===== config.mk =====
export PLATFORM = sky130hd
export DESIGN_NAME = dram_refresh_ctl
export DESIGN_NICKNAME = d
export VERILOG_FILES = /design/src/rtl/drc_pkg.sv /design/src/rtl/drc_interval_timer.sv /design/src/rtl/drc_timing_decode.sv /design/src/rtl/drc_cycle_seq.sv /design/src/rtl/dram_refresh_ctl.sv
export SDC_FILE = /design/constraint.sdc
export NUM_CORES = 1
export LEC_CHECK = 0
export BUFFER_PORTS_ARGS = -buffer_cell sky130_fd_sc_hd__buf_2
export CAP_MARGIN = 30
export CORE_ASPECT_RATIO = 0.7
export CORE_MARGIN = 10
export CORE_UTILIZATION = 25
export DETAILED_ROUTE_END_ITERATION = 6
export GPL_TIMING_DRIVEN = 0
export HOLD_SLACK_MARGIN = 0.1
export SLEW_MARGIN = 20
export SYNTH_ARGS = -nofsm -noshare
export SYNTH_HDL_FRONTEND = slang
export SYNTH_SLANG_ARGS = --single-unit
export TNS_END_PERCENT = 5

===== constraint.sdc =====
create_clock -name clk -period 5.4 [get_ports clk]
set_input_delay 0.54 -clock clk [delete_from_list [all_inputs] [get_ports clk]]
set_output_delay 0.54 -clock clk [all_outputs]
set_load 0.03 [all_outputs]

===== src/rtl/drc_pkg.sv =====
`timescale 1ns/1ps
package drc_pkg;
  typedef enum logic [2:0] {
    SQ_IDLE    = 3'd0,
    SQ_SETUP   = 3'd1,
    SQ_STROBE  = 3'd2,
    SQ_CMD     = 3'd3,
    SQ_ROWBUSY = 3'd4,
    SQ_DONE    = 3'd5
  } sq_state_e;
endpackage


===== src/rtl/drc_interval_timer.sv =====
`timescale 1ns/1ps
module drc_interval_timer #(
  parameter int CNT_W = 11
) (
  input  logic             clk,
  input  logic             rst_n,
  input  logic             enable,
  input  logic [CNT_W-1:0] count_val,
  input  logic             accept,
  output logic             req
);
  localparam int PW = CNT_W + 1;

  logic [PW-1:0] cnt_q, cnt_d, reload;
  logic          armed_q, armed_d;
  logic          req_q, req_d;

  // reload = interval - 1 = 2^CNT_W - count_val
  assign reload = PW'(1 << CNT_W) - {1'b0, count_val};

  always_comb begin
    cnt_d   = cnt_q;
    armed_d = armed_q;
    req_d   = req_q;
    if (!enable) begin
      cnt_d   = '0;
      armed_d = 1'b0;
      req_d   = 1'b0;
    end else if (!armed_q) begin
      armed_d = 1'b1;
      cnt_d   = reload;
      req_d   = req_q & ~accept;
    end else if (cnt_q == '0) begin
      cnt_d   = reload;
      req_d   = 1'b1;
    end else begin
      cnt_d   = cnt_q - 1'b1;
      req_d   = req_q & ~accept;
    end
  end

  always_ff @(posedge clk or negedge rst_n) begin
    if (!rst_n) begin
      cnt_q   <= '0;
      armed_q <= 1'b0;
      req_q   <= 1'b0;
    end else begin
      cnt_q   <= cnt_d;
      armed_q <= armed_d;
      req_q   <= req_d;
    end
  end

  assign req = req_q;


  disable_drops_req_chk: assert property (@(posedge clk) disable iff (!rst_n)
    !enable |=> !req);


  req_on_expiry_chk: assert property (@(posedge clk) disable iff (!rst_n)
    $rose(req) |-> ($past(cnt_q) == '0 && $past(armed_q)));
endmodule


===== src/rtl/drc_timing_decode.sv =====
`timescale 1ns/1ps
module drc_timing_decode #(
  parameter int HOLD_W        = 3,
  parameter int DRAM_HOLD_MAX = 4,
  parameter int SD_ROW_MAX    = 5
) (
  input  logic              sdram_mode,
  input  logic              setup_bit,
  input  logic [HOLD_W-1:0] hold_code,
  output logic [1:0]        setup_cyc,
  output logic [HOLD_W:0]   hold_cyc
);
  logic [HOLD_W-1:0] limit;
  logic [HOLD_W-1:0] code_c;

  assign limit     = sdram_mode ? HOLD_W'(SD_ROW_MAX) : HOLD_W'(DRAM_HOLD_MAX);
  assign code_c    = (hold_code > limit) ? limit : hold_code;
  assign hold_cyc  = {1'b0, code_c} + 1'b1;
  assign setup_cyc = (setup_bit && !sdram_mode) ? 2'd2 : 2'd1;
endmodule


===== src/rtl/drc_cycle_seq.sv =====
`timescale 1ns/1ps
module drc_cycle_seq
  import drc_pkg::*;
#(
  parameter int HOLD_W = 3
) (
  input  logic            clk,
  input  logic            rst_n,
  input  logic            start,
  input  logic            sdram_mode,
  input  logic [1:0]      setup_cyc,
  input  logic [HOLD_W:0] hold_cyc,
  output logic            cas,
  output logic            ras,
  output logic            sd_cmd,
  output logic            done,
  output logic            idle
);
  localparam int RW = HOLD_W + 1;

  sq_state_e       state_q, state_d;
  logic [RW-1:0]   rem_q, rem_d;
  logic [RW-1:0]   hold_q;
  logic            hold_en;

  assign hold_en = start && (state_q == SQ_IDLE);

  always_comb begin
    state_d = state_q;
    rem_d   = rem_q;
    unique case (state_q)
      SQ_IDLE: if (start) begin
        if (sdram_mode) state_d = SQ_CMD;
        else begin
          state_d = SQ_SETUP;
          rem_d   = RW'(setup_cyc);
        end
      end
      SQ_SETUP: if (rem_q == RW'(1)) begin
        state_d = SQ_STROBE;
        rem_d   = hold_q;
      end else rem_d = rem_q - 1'b1;
      SQ_STROBE: if (rem_q == RW'(1)) state_d = SQ_DONE;
                 else rem_d = rem_q - 1'b1;
      SQ_CMD: begin
        state_d = SQ_ROWBUSY;
        rem_d   = hold_q;
      end
      SQ_ROWBUSY: if (rem_q == RW'(1)) state_d = SQ_DONE;
                  else rem_d = rem_q - 1'b1;
      SQ_DONE: state_d = SQ_IDLE;
      default: state_d = SQ_IDLE;
    endcase
  end

  always_ff @(posedge clk or negedge rst_n) begin
    if (!rst_n) begin
      state_q <= SQ_IDLE;
      rem_q   <= '0;
      hold_q  <= '0;
    end else begin
      state_q <= state_d;
      rem_q   <= rem_d;
      if (hold_en) hold_q <= hold_cyc;
    end
  end

  assign cas    = (state_q == SQ_SETUP) || (state_q == SQ_STROBE);
  assign ras    = (state_q == SQ_STROBE);
  assign sd_cmd = (state_q == SQ_CMD);
  assign done   = (state_q == SQ_DONE);
  assign idle   = (state_q == SQ_IDLE);


  ras_after_cas_chk: assert property (@(posedge clk) disable iff (!rst_n)
    $rose(ras) |-> $past(cas));


  cmd_single_chk: assert property (@(posedge clk) disable iff (!rst_n)
    sd_cmd |=> !sd_cmd);


  done_pulse_chk: assert property (@(posedge clk) disable iff (!rst_n)
    done |=> !done);


  done_after_phase_chk: assert property (@(posedge clk) disable iff (!rst_n)
    $rose(done) |-> ($past(ras) || $past(state_q == SQ_ROWBUSY)));
endmodule


===== src/rtl/dram_refresh_ctl.sv =====
`timescale 1ns/1ps
module dram_refresh_ctl #(
  parameter int CNT_W         = 11,
  parameter int HOLD_W        = 3,
  parameter int DRAM_HOLD_MAX = 4,
  parameter int SD_ROW_MAX    = 5
) (
  input  logic              clk,
  input  logic              rst_n,
  input  logic              cfg_enable,
  input  logic [CNT_W-1:0]  cfg_count,
  input  logic              cfg_setup,
  input  logic [HOLD_W-1:0] cfg_hold,
  input  logic              cfg_sdram,
  input  logic              ref_grant,
  output logic              ref_req,
  output logic              ref_cas,
  output logic              ref_ras,
  output logic              sd_ref_cmd,
  output logic              ref_done
);
  logic            accept;
  logic            seq_idle;
  logic [1:0]      setup_cyc;
  logic [HOLD_W:0] hold_cyc;

  assign accept = ref_req && ref_grant && seq_idle;

  drc_interval_timer #(.CNT_W(CNT_W)) timer_i (
    .clk       (clk),
    .rst_n     (rst_n),
    .enable    (cfg_enable),
    .count_val (cfg_count),
    .accept    (accept),
    .req       (ref_req)
  );

  drc_timing_decode #(
    .HOLD_W        (HOLD_W),
    .DRAM_HOLD_MAX (DRAM_HOLD_MAX),
    .SD_ROW_MAX    (SD_ROW_MAX)
  ) decode_i (
    .sdram_mode (cfg_sdram),
    .setup_bit  (cfg_setup),
    .hold_code  (cfg_hold),
    .setup_cyc  (setup_cyc),
    .hold_cyc   (hold_cyc)
  );

  drc_cycle_seq #(.HOLD_W(HOLD_W)) seq_i (
    .clk        (clk),
    .rst_n      (rst_n),
    .start      (accept),
    .sdram_mode (cfg_sdram),
    .setup_cyc  (setup_cyc),
    .hold_cyc   (hold_cyc),
    .cas        (ref_cas),
    .ras        (ref_ras),
    .sd_cmd     (sd_ref_cmd),
    .done       (ref_done),
    .idle       (seq_idle)
  );


  start_needs_req_chk: assert property (@(posedge clk) disable iff (!rst_n)
    $fell(seq_idle) |-> $past(ref_req && ref_grant));
endmodule


* Yosys cells after proc, flatten, opt, wreduce, memory -nomap -nowiden
Index checks and enable logic that the tools add are counted.
Storage, ports and cells: flip-flop bits (word level) 25, input bits 20, output and inout port bits 5, word-level logic and storage cells 56
Operators by class: $add $sub $neg 4, magnitude comparators 1, equal/unequal tests 11, mux-type cells 20, bitwise operators 2, reduce and logical (&&, ||, !) cells 12
Operators with widths (number):
- 12-bit two-way mux | 3
- 4-bit two-way mux | 4
- 4-bit one-hot mux with 4 select lines | 1
- 12-bit logical NOT | 1
- 3-bit two-way mux | 4
- 3-bit one-hot mux with 4 select lines | 1
- 12-bit by 1-bit subtractor with 12-bit output, second input constant | 1
- 12-bit by 11-bit subtractor with 12-bit output, first input constant | 1
- 3-bit by 2-bit == test with 1-bit output, second input constant | 2
- 3-bit == test, second input constant | 2
- 2-bit by 1-bit != test with 1-bit output, second input constant | 3
- 1-bit two-way mux | 5
- 3-bit by 1-bit adder with 4-bit output, second input constant | 1
- 4-bit by 1-bit == test with 1-bit output, second input constant | 1
- 1-bit logical AND | 4
- 2-bit two-way mux | 2
- 2-bit != test, second input constant | 2
- 4-bit AND reduction | 1
- 4-bit nonzero test | 1
- 4-bit by 1-bit subtractor with 4-bit output, second input constant | 1
- 3-bit by 1-bit == test with 1-bit output, second input constant | 1
- 3-bit > comparator | 1
- 3-bit logical NOT | 1
- 3-bit AND reduction | 1
- 5 further kinds | 5

* Longest topological paths before layout
depth in word-level cells 7, gate-level depth with buffers 8, depth with buffers taken out 8

* Modules after synthesis
A second synthesis with hierarchy kept.
Unflattened totals: cell total of the unflattened synthesis 205, area total of the unflattened synthesis 1886.8 µm²
Modules (own cells, without submodules):
- drc_interval_timer | instances 1, cells an instance 111, area each 1012.2 µm², seq. area each 350.3 µm²
- drc_cycle_seq | instances 1, cells an instance 79, area each 758.2 µm², seq. area each 275.3 µm²
- drc_timing_decode | instances 1, cells an instance 14, area each 110.1 µm², seq. area each 0.0 µm²
- dram_refresh_ctl | instances 1, cells an instance 1, area each 6.3 µm², seq. area each 0.0 µm²

* Worst setup path after synthesis
No wires, ideal clock.
path type input to register, from input cfg_hold[0], to register seq_i.hold_q[1], library setup time 125 ps, data arrival time 1881 ps, data required time 5275 ps, slack 3394 ps, cell stages on the path 7, buffers on the path 0, path through inv_1 -> ha_1 -> nor2_1 -> o21ai_0 -> mux2_2 -> ha_1 -> mux2_2
On the way: cells in the longest elaborated chain, start to end 3
RTL lines:
- from (decl) | line dram_refresh_ctl.sv:13 | input logic [HOLD_W-1:0] cfg_hold,
- 3-bit > comparator | line drc_timing_decode.sv:17 | assign code_c = (hold_code > limit) ? limit : hold_code;
- 3-bit two-way mux (*) | line drc_timing_decode.sv:17
- 3-bit by 1-bit adder with 4-bit output (*) | line drc_timing_decode.sv:18 | assign hold_cyc = {1'b0, code_c} + 1'b1;
- via decode_i.hold_cyc[1] | line drc_timing_decode.sv:11 | output logic [HOLD_W:0] hold_cyc
- to (signal assigned) | line drc_cycle_seq.sv:64 | if (hold_en) hold_q <= hold_cyc;
- to (decl) | line drc_cycle_seq.sv:23 | logic [RW-1:0] hold_q;
The timed path passes the listed nets; every way through them passes the cells marked *. A chain may end at the register's enable or synchronous reset.

* Final worst setup path
from register seq_i.state_q[2], to output ref_done
On the way: cells in the longest elaborated chain, start to end 1
RTL lines:
- from (decl) | line drc_cycle_seq.sv:21 | sq_state_e state_q, state_d;
- from (signal assigned) | line drc_cycle_seq.sv:62 | state_q <= state_d;
- 3-bit == test | line drc_cycle_seq.sv:71 | assign done = (state_q == SQ_DONE);
- to (decl) | line dram_refresh_ctl.sv:20 | output logic ref_done
No other way between the ends.

==> metrics.csv <==
metric;value;unit
final number of setup-violating endpoints;0;
Starting Density;0.259;
worst slew pin tran;0.565;ns
DR pass1 iterations;4;
CP top delay family;buffers and inverters;
VDD IR max;114;µV
DR WL/cell;13.1;µm
register area;626;µm²
Rows;25;
WP buf/inv;3;
I/O Buffers;24;
final wirelength;4240;µm
CORE AREA;0.00679;mm²
Setup Total Neg Slack;0;ns
pin count of the biggest net entering global routing;26;
die footprint;0.0108;mm²
Fin. Hold Viols;0;
Post-synth EDFFs;0;
DR vias;1592;
CP Max Fanout;10;
Pleak;0.843;nW
hold_buf cts;0;
RSZ-0062 raised after global routing;no;
clk buf depth;2;
count of cell types in the netlist;47;
Most common cell on crit path;clkbuf_1;
post-synth top area cell;dfrtp_1;
clk_skew;0.0117;ns
first-pass GRT wire length;7170;µm
CTS tree;done;
dpl cell area;0.00199;mm²
CP arrival;1.64;ns
fin nets;257;
synthesized instance count;201;
sequential power share;0.349;
fmax;0.459;GHz
Hold WC Path Type;primary input to async pin;
hpwl dp;3260;µm
CP max stage cell;clkbuf_1;
clock latency on the worst-skew pair;0.27;ns
Comb power frac;0.508;
Synth area leaders;dfrtp_1, xnor2_1, ha_1;
Tmin final;2.18;ns
CP endpoint kind;primary output;
DIE WIDTH;120;µm
Synth Net Count;228;
Layout fillers;731;
power density cells;378;mW/mm²
WP data required;4.86;ns
CTS buffer count;3;
Routed Antenna Nets;0;
Hold Slack;0.256;ns
ys flop type;dfrtp_1;
post-synth top area share;0.356;
fin area;0.00204;mm²
critical setup path kind;flip-flop to primary output;
clock share of power;0.143;
gr ovfl total;0;
Slew headroom;0.623;
Crit path largest cell delay;0.39;ns
H-tree level count;1;
CP Cell Sequence;clkbuf_1 -> clkbuf_1 -> and3_1 -> buf_2;
post-CTS setup repair buffer count;0;
vias per std cell;4.93;
outcome;complete, no violations;
GRT Total Usage;0.0766;
Routability Congestion;0.835;
PostCTS Resize Cnt;0;
Area Overhead vs Synth;16.1;%
mapped cell area;0.00176;mm²
IO Pins;25;
yosys warns;0;
startpoint type of the worst setup path;flip-flop;
antenna violations before repair;0;
Switch Pwr;0.329;mW
clock sink count;25;
switching part of the total;0.426;
CTS clock-pin slew for the worst setup and hold paths;0.09;ns
n_diodes;0;
post-synthesis register bit count;25;
DRC viols;0;
Iter 0 DRT Violations;110;
number of global-route vias before repair;1512;
ratio of final minimum period to clock period;0.403;
syn_area_per_cell;8.73;µm²
Multi-input gate area;0.00104;mm²
clock root cell;clkbuf_8;
Max Cap Violations;0;
layout cells sized above 1;0.153;
Die H;90.1;µm
Int Power;0.442;mW
sequential fraction of the synthesis area;0.356;
final-report max-slew violation count;0;
asr flop ratio synth;1.00;
## layout make-up
cell class	instances	share of cell area
Buffer	11	0.0276
Timing Repair Buffer	24	0.0589
Tap cell	94	0.0577
Sequential cell	25	0.307
Clock buffer	4	0.0221
Multi-Input combinational cell	155	0.508
Inverter	10	0.0184
## final timing paths
kind	slack (ns)	cells after the start	from	endpoint
max	3.22	4	seq_i.state_q[2]	ref_done
min	0.26	1	rst_n	seq_i.state_q[1]
max reg2reg	3.25	7	seq_i.rem_q[1]	seq_i.rem_q[0]
min reg2reg	0.52	1	seq_i.hold_q[3]	seq_i.hold_q[3]
max in group asynchronous	4.76	1	rst_n	seq_i.rem_q[0]
min in group clk	0.45	1	cfg_enable	timer_i.armed_q
## per-stage QoR
stage / utilization / worst slack [ns] / std cells / power, mW
final: 0.300 / 3.22 / 323 / 0.771
after global placement: 0.294 / 3.21 / 319 / 0.660
after floorplan: - / 3.39 / 201 / 0.567
after detailed placement: 0.294 / 3.22 / 319 / 0.664
after global routing: 0.300 / 3.07 / 323 / 0.843
after CTS: 0.300 / 3.23 / 323 / 0.776
## registers in the layout (all words and copies together), names as in the netlist
| signal | flops |
|---|---|
| seq_i.hold_q | 4 |
| seq_i.rem_q | 4 |
| seq_i.state_q | 3 |
| timer_i.armed_q | 1 |
| timer_i.cnt_q | 12 |
| timer_i.req | 1 |
## synth_stat cells, drive strengths merged (6+ instances only)
cell type,number
dfrtp,25
nor2,16
nand2,13
o21ai,11
xnor2,11
a21oi,10
nor3,10
clkbuf,9
inv,9
ha,7
nand3,7
o31ai,6
## power by group through the flow
stage / Combinational, mW / Clock, mW / Sequential (mW)
6_report: 0.392 / 0.110 / 0.269
5_1_grt: 0.444 / 0.122 / 0.277
4_1_cts: 0.393 / 0.114 / 0.268
3_5_place_dp: 0.393 / 0 / 0.271
3_3_place_gp: 0.389 / 0 / 0.270
2_1_floorplan: 0.307 / 0 / 0.261
## routing by layer
layer / part of all wire / wire [µm] / GRT usage
met1: 0.50 / 2130 / 0.106
met2: 0.45 / 1900 / 0.117
met3: 0.038 / 163 / 0.0175
met4: 0.0092 / 39 / 0.0180
met5: 0 / 0 / 0
## cell usage in the layout (no fill, tap or decap), types with 3 or more instances in the layout
cell	n
nand2_1	13
or4_1	4
nor2b_1	4
clkbuf_8	3
nor3_1	10
buf_2	24
o31ai_1	5
or3b_2	3
xnor2_1	11
nor2_1	16
a21oi_1	10
o22ai_1	4
ha_1	7
or3_1	4
clkbuf_1	10
o21ai_0	11
inv_1	9
nand3_1	7
dfrtp_1	25
nand2b_1	4
nor4_1	3
xor2_1	3
a211oi_1	4
## logic make-up (layout without fill, tap and decap cells)
kind of cell               Yosys count  after routing  share of synthesized area
AOI/OAI and AO/OA                   54             54                      0.217
xor gates and xnor gates            14             14                     0.0699
adders and majority gates            7              7                     0.0499
buffers and inverters               21             49                     0.0535
DFF                                 25             25                      0.356
muxes                                3              3                     0.0185
and+or+nand+nor                     77             77                      0.234
(Power assumes the default switching activity.)
